**src/rtl/i2cw_pkg.sv**
```systemverilog
package i2cw_pkg;

    typedef enum logic [2:0] {
        S_IDLE,
        S_CTRL,
        S_ADDR,
        S_DATA,
        S_ACKW,
        S_ACK
    } state_t;

    typedef enum logic [1:0] {
        PH_CTRL,
        PH_ADDR,
        PH_DATA,
        PH_READ
    } phase_t;

endpackage

```
**src/rtl/i2cw_sync.sv**
```systemverilog
module i2cw_sync #(
    parameter int N_LINES = 2,
    parameter int STAGES  = 2
) (
    input  logic               clk,
    input  logic               rst_n,
    input  logic [N_LINES-1:0] din,
    output logic [N_LINES-1:0] cur,
    output logic [N_LINES-1:0] prev
);

    for (genvar g = 0; g < N_LINES; g++) begin : g_line
        logic [STAGES-1:0] pipe;
        logic              last;

        always_ff @(posedge clk or negedge rst_n) begin
            if (!rst_n) begin
                pipe <= '1;
                last <= 1'b1;
            end else begin
                pipe <= {pipe[STAGES-2:0], din[g]};
                last <= pipe[STAGES-1];
            end
        end

        assign cur[g]  = pipe[STAGES-1];
        assign prev[g] = last;
    end

endmodule

```
**src/rtl/i2cw_shifter.sv**
```systemverilog
module i2cw_shifter #(
    parameter int W     = 8,
    localparam int CNT_W = $clog2(W + 1)
) (
    input  logic             clk,
    input  logic             rst_n,
    input  logic             clr,
    input  logic             shift_en,
    input  logic             bit_in,
    output logic [W-1:0]     data,
    output logic [CNT_W-1:0] cnt
);

    always_ff @(posedge clk or negedge rst_n) begin
        if (!rst_n) begin
            data <= '0;
            cnt  <= '0;
        end else if (clr) begin
            cnt <= '0;
        end else if (shift_en) begin
            data <= {data[W-2:0], bit_in};
            cnt  <= cnt + CNT_W'(1);
        end
    end

endmodule

```
**src/rtl/i2c_eeprom_wfront.sv**
```systemverilog
module i2c_eeprom_wfront
    import i2cw_pkg::*;
#(
    parameter int ADDR_W    = 11,
    parameter int BLK_W     = 3,
    parameter int PAGE_BITS = 4,
    parameter int SYNC_STG  = 2
) (
    input  logic              clk,
    input  logic              rst_n,
    input  logic              scl_in,
    input  logic              sda_in,
    input  logic [2:0]        strap_sel,
    input  logic              wr_busy,
    output logic              sda_oe,
    output logic [ADDR_W-1:0] wr_addr,
    output logic [7:0]        wr_data,
    output logic              wr_valid,
    output logic              wr_commit,
    output logic              rd_req
);

    localparam int LOW_W = ADDR_W - BLK_W;
    localparam int CNT_W = $clog2(LOW_W + 1);

    state_t state, nxt;
    phase_t phase;

    logic [1:0] ln_cur, ln_prev;
    logic scl_c, scl_p, sda_c, sda_p;
    logic scl_rise, scl_fall, start_c, stop_c;
    logic receiving, byte_last, ctrl_match, take, accept;
    logic [LOW_W-1:0] sh_data;
    logic [CNT_W-1:0] sh_cnt;
    logic [ADDR_W-1:0] ptr;
    logic have_data;

    i2cw_sync #(.N_LINES(2), .STAGES(SYNC_STG)) u_sync (
        .clk (clk),
        .rst_n (rst_n),
        .din ({scl_in, sda_in}),
        .cur (ln_cur),
        .prev (ln_prev)
    );

    assign scl_c = ln_cur[1];
    assign sda_c = ln_cur[0];
    assign scl_p = ln_prev[1];
    assign sda_p = ln_prev[0];

    assign scl_rise = scl_c & ~scl_p;
    assign scl_fall = ~scl_c & scl_p;
    assign start_c  = scl_c & scl_p & sda_p & ~sda_c;
    assign stop_c   = scl_c & scl_p & ~sda_p & sda_c;

    assign receiving = (state == S_CTRL) || (state == S_ADDR) || (state == S_DATA);

    i2cw_shifter #(.W(LOW_W)) u_shift (
        .clk (clk),
        .rst_n (rst_n),
        .clr (start_c | ~receiving),
        .shift_en (scl_rise & receiving),
        .bit_in (sda_c),
        .data (sh_data),
        .cnt (sh_cnt)
    );

    assign byte_last  = scl_rise && receiving && (sh_cnt == CNT_W'(LOW_W - 1));
    assign ctrl_match = sh_data[7] && (sh_data[6] == strap_sel[2]) &&
                        (sh_data[5] != strap_sel[1]) && (sh_data[4] == strap_sel[0]);
    assign take       = !wr_busy && ((phase != PH_CTRL) || ctrl_match);
    assign accept     = (state == S_ACKW) && scl_fall && take && !start_c && !stop_c;

    // State register
    always_ff @(posedge clk or negedge rst_n) begin
        if (!rst_n) state <= S_IDLE;
        else        state <= nxt;
    end

    // Next-state logic
    always_comb begin
        nxt = state;
        if (stop_c) begin
            nxt = S_IDLE;
        end else if (start_c) begin
            nxt = S_CTRL;
        end else begin
            unique case (state)
                S_IDLE: nxt = S_IDLE;
                S_CTRL, S_ADDR, S_DATA: if (byte_last) nxt = S_ACKW;
                S_ACKW: if (scl_fall) nxt = take ? S_ACK : S_IDLE;
                S_ACK: if (scl_fall) begin
                    unique case (phase)
                        PH_READ: nxt = S_IDLE;
                        PH_ADDR: nxt = S_ADDR;
                        PH_DATA: nxt = S_DATA;
                        PH_CTRL: nxt = S_IDLE;
                    endcase
                end
            endcase
        end
    end

    // Outputs
    always_comb begin
        sda_oe = (state == S_ACK);
    end

    // Byte actions and strobes
    always_ff @(posedge clk or negedge rst_n) begin
        if (!rst_n) begin
            phase     <= PH_CTRL;
            ptr       <= '0;
            have_data <= 1'b0;
            wr_addr   <= '0;
            wr_data   <= '0;
            wr_valid  <= 1'b0;
            wr_commit <= 1'b0;
            rd_req    <= 1'b0;
        end else begin
            wr_valid  <= 1'b0;
            wr_commit <= 1'b0;
            rd_req    <= 1'b0;
            if (stop_c) begin
                wr_commit <= have_data;
                have_data <= 1'b0;
                phase     <= PH_CTRL;
            end else if (start_c) begin
                have_data <= 1'b0;
                phase     <= PH_CTRL;
            end else if (accept) begin
                unique case (phase)
                    PH_CTRL: begin
                        ptr[ADDR_W-1:LOW_W] <= sh_data[BLK_W:1];
                        phase  <= sh_data[0] ? PH_READ : PH_ADDR;
                        rd_req <= sh_data[0];
                    end
                    PH_ADDR: begin
                        ptr[LOW_W-1:0] <= sh_data;
                        phase <= PH_DATA;
                    end
                    PH_DATA: begin
                        wr_addr   <= ptr;
                        wr_data   <= sh_data;
                        wr_valid  <= 1'b1;
                        have_data <= 1'b1;
                        ptr[PAGE_BITS-1:0] <= ptr[PAGE_BITS-1:0] + PAGE_BITS'(1);
                    end
                    PH_READ: phase <= PH_READ;
                endcase
            end
        end
    end

endmodule

```
**config.mk**
```make
export PLATFORM = sky130hd
export DESIGN_NAME = i2c_eeprom_wfront
export DESIGN_NICKNAME = d
export VERILOG_FILES = /design/src/rtl/i2cw_pkg.sv /design/src/rtl/i2cw_sync.sv /design/src/rtl/i2cw_shifter.sv /design/src/rtl/i2c_eeprom_wfront.sv
export SDC_FILE = /design/constraint.sdc
export NUM_CORES = 1
export LEC_CHECK = 0
export CAP_MARGIN = 20
export CORE_ASPECT_RATIO = 0.8
export CORE_MARGIN = 2
export CORE_UTILIZATION = 50
export CTS_CLUSTER_SIZE = 28
export DETAILED_ROUTE_END_ITERATION = 7
export PLACE_DENSITY = 0.8
export SYNTH_ARGS = -nofsm -noshare
export SYNTH_HDL_FRONTEND = slang
export SYNTH_SLANG_ARGS = --single-unit
export TNS_END_PERCENT = 50
```
**constraint.sdc**
```tcl
create_clock -name clk -period 2 [get_ports clk]
set_input_delay 0.4 -clock clk [delete_from_list [all_inputs] [get_ports clk]]
set_output_delay 0.4 -clock clk [all_outputs]
set_load 0.03 [all_outputs]
```
==> metrics.txt <==
# TYPE chip_impl_metric gauge
chip_impl_metric{name="edff_count_synth",unit=""} 0
chip_impl_info{name="critical-path-slowest-cell",value="sky130_fd_sc_hd__dfrtp_2"} 1
chip_impl_metric{name="floorplan_die_area",unit="um^2"} 5540
chip_impl_metric{name="clock_sink_count",unit=""} 57
chip_impl_info{name="cp-end-kind",value="register"} 1
chip_impl_info{name="clock_tree.root_cell",value="sky130_fd_sc_hd__clkbuf_8"} 1
chip_impl_metric{name="worst_slew_pin_slew",unit="ns"} 0.489
chip_impl_metric{name="synth_seq_cells",unit=""} 57
chip_impl_metric{name="critical_path_buf_inv_count",unit=""} 2
chip_impl_metric{name="numCtsBuffers",unit=""} 9
chip_impl_metric{name="design.core.area",unit="um^2"} 4680
chip_impl_metric{name="routed_wl",unit="mm"} 5.33
chip_impl_metric{name="drive_gt1_frac",unit=""} 0.329
chip_impl_metric{name="finalSetupViolations",unit=""} 13
chip_impl_info{name="critical_path_class",value="reg -> reg"} 1
chip_impl_metric{name="critPathMaxFanout",unit=""} 5
chip_impl_metric{name="synth.yosys.warnings",unit=""} 0
chip_impl_info{name="hold_class",value="in -> async"} 1
chip_impl_metric{name="final.min_clock_period",unit="ns"} 2.06
chip_impl_metric{name="fmax",unit="GHz"} 0.486
chip_impl_metric{name="htree_num_levels",unit=""} 3
chip_impl_info{name="yosys-top-cells-area",value="sky130_fd_sc_hd__dfrtp_1 (52%), sky130_fd_sc_hd__mux2_1 (9.5%), sky130_fd_sc_hd__dfstp_2 (6.4%)"} 1
chip_impl_info{name="commonest_register_cell_after_synthesis",value="sky130_fd_sc_hd__dfrtp_1"} 1
chip_impl_metric{name="powerDensity",unit="nW/um^2"} 744
chip_impl_metric{name="first_iter_violations",unit=""} 132
chip_impl_metric{name="crit_cells",unit=""} 6
chip_impl_metric{name="insertedDiodeCount",unit=""} 0
chip_impl_metric{name="placed_cells",unit=""} 281
chip_impl_metric{name="worst_hold_slack",unit="ns"} 0.0223
chip_impl_metric{name="postSynthCellCount",unit=""} 184
chip_impl_metric{name="report.final.hold_viol_count",unit=""} 0
chip_impl_metric{name="leakage",unit="nW"} 1.57
chip_impl_info{name="r2r_end",value="wr_addr[8]"} 1
chip_impl_metric{name="critical_path.max_stage_delay",unit="ns"} 0.43
chip_impl_metric{name="number_of_global_route_vias_before_repair",unit=""} 1653
chip_impl_info{name="start_kind",value="register"} 1
chip_impl_metric{name="asyncSetResetFlopFracSynth",unit=""} 1.00
chip_impl_metric{name="max-clock-path-buffers",unit=""} 2
chip_impl_metric{name="count_of_pins_on_the_block_boundary",unit=""} 31
chip_impl_metric{name="start_util",unit=""} 0.529
chip_impl_metric{name="postLayoutCellArea",unit="um^2"} 3340
chip_impl_info{name="critical_path.top_delay_family",value="flip-flops"} 1
chip_impl_metric{name="post-route-worst-setup-slack",unit="ns"} -0.0581
chip_impl_metric{name="layout.cells.non_filler",unit=""} 306
chip_impl_metric{name="areaGrowthSynthToFinish",unit="%"} 34.8
chip_impl_info{name="rsz0062_at_grt",value="true"} 1
chip_impl_info{name="worst_setup_path_startpoint",value="u_shift.data[4]"} 1
chip_impl_metric{name="synth_top_area_share",unit=""} 0.515
chip_impl_metric{name="grt_pass1_wl",unit="mm"} 8.05
chip_impl_metric{name="placed_cell_area",unit="um^2"} 2920
chip_impl_metric{name="synth.net_count",unit=""} 198
chip_impl_metric{name="grt_use_total",unit=""} 0.203
chip_impl_metric{name="place_congestion",unit=""} 0.811
chip_impl_metric{name="fillCellCount",unit=""} 346
chip_impl_info{name="crit-reg2reg-launch",value="u_shift.data[4]"} 1
chip_impl_metric{name="syn_area",unit="um^2"} 2480
chip_impl_metric{name="slew_headroom",unit=""} 0.674
chip_impl_info{name="synth.largest_area_cell",value="sky130_fd_sc_hd__dfrtp_1"} 1
chip_impl_metric{name="grt-ovfl-total",unit=""} 0
chip_impl_metric{name="drv.max_cap_violation_count",unit=""} 0
chip_impl_info{name="worstPathCellList",value="xor2_2 > o41ai_2 > and4_4 > clkbuf_16 > buf_8 > mux2_4"} 1
chip_impl_metric{name="ir_drop",unit="V"} 0.000587
chip_impl_metric{name="port_buffers",unit=""} 30
chip_impl_metric{name="worst-r2r-cell-count",unit=""} 6
chip_impl_metric{name="cts_hold_buffers",unit=""} 0
chip_impl_info{name="status",value="finished with violations"} 1
chip_impl_metric{name="vias_per_cell",unit=""} 5.55
chip_impl_metric{name="detail_route.first_pass.iterations",unit=""} 4
chip_impl_info{name="cts_tree",value="yes"} 1
chip_impl_metric{name="synth_cell_type_count",unit=""} 48
chip_impl_metric{name="finalCritPeriodShare",unit=""} 1.03
chip_impl_metric{name="route.vias.total",unit=""} 1698
chip_impl_metric{name="finalNetCount",unit=""} 255
chip_impl_metric{name="route.detailed.drc",unit=""} 0
chip_impl_metric{name="clock_insertion_delay_worst_skew",unit="ns"} 0.34
chip_impl_info{name="violated_checks",value="negative setup slack"} 1
chip_impl_metric{name="core.rowCount",unit=""} 22
chip_impl_metric{name="clk_pin_slew_worst_paths",unit="ns"} 0.06
chip_impl_metric{name="timing.critical_path.required",unit="ns"} 2.22
chip_impl_metric{name="fin_skew",unit="ns"} 0.00873
chip_impl_info{name="critical_path_endpoint",value="wr_addr[8]"} 1
chip_impl_metric{name="antenna_found_initial",unit=""} 0
chip_impl_metric{name="post_drt_wl_per_cell",unit="um"} 17.4
chip_impl_metric{name="crit_arrival",unit="ns"} 2.28
chip_impl_metric{name="rrSetupSlack",unit="ns"} -0.06
chip_impl_metric{name="post_detail_place_hpwl",unit="mm"} 3.22
chip_impl_metric{name="die_height",unit="um"} 67.0
chip_impl_metric{name="seq_area_frac_synth",unit=""} 0.579
chip_impl_metric{name="ant_nets",unit=""} 0
chip_impl_metric{name="syn_avg_cell_area",unit="um^2"} 13.5
chip_impl_metric{name="report.final.slew_viol_count",unit=""} 0
chip_impl_metric{name="die_width",unit="um"} 82.7
chip_impl_metric{name="grt_max_degree",unit=""} 22
[placed cells by master (no fill, tap or decap), types with 6 or more instances in the layout]
cell type                          n
sky130_fd_sc_hd__dfrtp_1          50
sky130_fd_sc_hd__ha_1              6
sky130_fd_sc_hd__buf_4            14
sky130_fd_sc_hd__mux2_4           13
sky130_fd_sc_hd__mux2_2           13
sky130_fd_sc_hd__mux2_1            8
sky130_fd_sc_hd__nor2_1            6
sky130_fd_sc_hd__dfstp_2           6
sky130_fd_sc_hd__inv_1             7
sky130_fd_sc_hd__clkdlybuf4s50_1  26
sky130_fd_sc_hd__clkbuf_8          9
[cell type report]
class,instances,area (um^2),share of cell area
Clock inverter,4,45.0,0.0135
Timing Repair Buffer,52,563,0.169
Multi-Input combinational cell,114,1060,0.317
Sequential cell,57,1440,0.430
Clock buffer,12,135,0.0405
Inverter,7,26.3,0.00787
Tap cell,60,75.1,0.0225
[worst register-to-register path: stages, from the launching register on]
cell	delay, ns
sky130_fd_sc_hd__dfrtp_2	0.43
sky130_fd_sc_hd__xor2_2	0.16
sky130_fd_sc_hd__o41ai_2	0.42
sky130_fd_sc_hd__and4_4	0.34
sky130_fd_sc_hd__clkbuf_16	0.16
sky130_fd_sc_hd__buf_8	0.12
sky130_fd_sc_hd__mux2_4	0.30
[worst min path at each step]
stage / start / end / slack (ns) / cells past startpoint
floorplan: rst_n / have_data / 0.10 / 0
global placement: u_sync.g_line[1].pipe[0] / u_sync.g_line[1].pipe[1] / 0.35 / 0
detailed placement: u_sync.g_line[1].pipe[0] / u_sync.g_line[1].pipe[1] / 0.35 / 0
CTS: rst_n / u_shift.cnt[1] / 0.02 / 1
global route: rst_n / u_shift.cnt[1] / 0.05 / 1
finish: rst_n / u_shift.cnt[1] / 0.02 / 1
[stage by stage]
stage | total power [mW] | util | setup TNS, ns | setup slack (ns)
finish | 2.48 | 0.714 | -0.318 | -0.0581
global route | 2.60 | 0.714 | -1.30 | -0.114
CTS | 2.50 | 0.663 | 0 | 0.0160
detailed placement | 1.48 | 0.624 | -8.68 | -0.319
global placement | 1.47 | 0.624 | -8.35 | -0.333
floorplan | 1.39 | - | 0 | 0.213
[per-layer routing]
| metal | up-vias | wire length, um | part of all wire | GRT usage |
|---|---|---|---|---|
| met3 | 11 | 360 | 0.068 | 0.0840 |
| li1 | 783 | - | - | - |
| met4 | 0 | 76 | 0.014 | 0.0840 |
| met1 | 842 | 2530 | 0.47 | 0.275 |
| met2 | 62 | 2360 | 0.44 | 0.287 |
| met5 | - | 0 | 0 | 0 |
[sequential cells by signal, summed over array words and instances, names as in the netlist]
name	count
ptr	11
wr_addr	11
u_shift.data	8
wr_data	8
u_shift.cnt	4
u_sync.g_line.pipe	4
state	3
phase	2
u_sync.g_line.last	2
have_data	1
rd_req	1
wr_commit	1
wr_valid	1
[where the power goes]
part | total (mW) | internal, mW | leakage [nW] | switching (mW)
clock network | 1.00 | 0.570 | 0.0941 | 0.432
logic | 0.206 | 0.0960 | 0.706 | 0.110
registers | 1.28 | 1.21 | 0.771 | 0.0660
[timing repair]
action,CTS,global route
endpoints found under the setup margin,0,25
resized for setup,0,29
buffers inserted,0,7
[synth_stat cells (3+ instances only)]
cell,count
sky130_fd_sc_hd__nand3_1,3
sky130_fd_sc_hd__nand2b_1,4
sky130_fd_sc_hd__a21oi_1,5
sky130_fd_sc_hd__inv_1,7
sky130_fd_sc_hd__dfrtp_1,51
sky130_fd_sc_hd__nor2_1,6
sky130_fd_sc_hd__mux2_2,13
sky130_fd_sc_hd__a31oi_1,3
sky130_fd_sc_hd__o21ai_0,4
sky130_fd_sc_hd__dfstp_2,6
sky130_fd_sc_hd__mux2_1,21
sky130_fd_sc_hd__nand2_1,5
sky130_fd_sc_hd__ha_1,6
[kinds of logic after synthesis]
kind of cell               share of synthesized area
DFF                                            0.579
and+or+nand+nor                               0.0894
muxes                                          0.163
AOI/OAI and AO/OA                             0.0955
buffers and inverters                         0.0293
adders and majority gates                     0.0303
xor gates and xnor gates                      0.0141
Note: power is estimated with default switching activity, not from simulation.
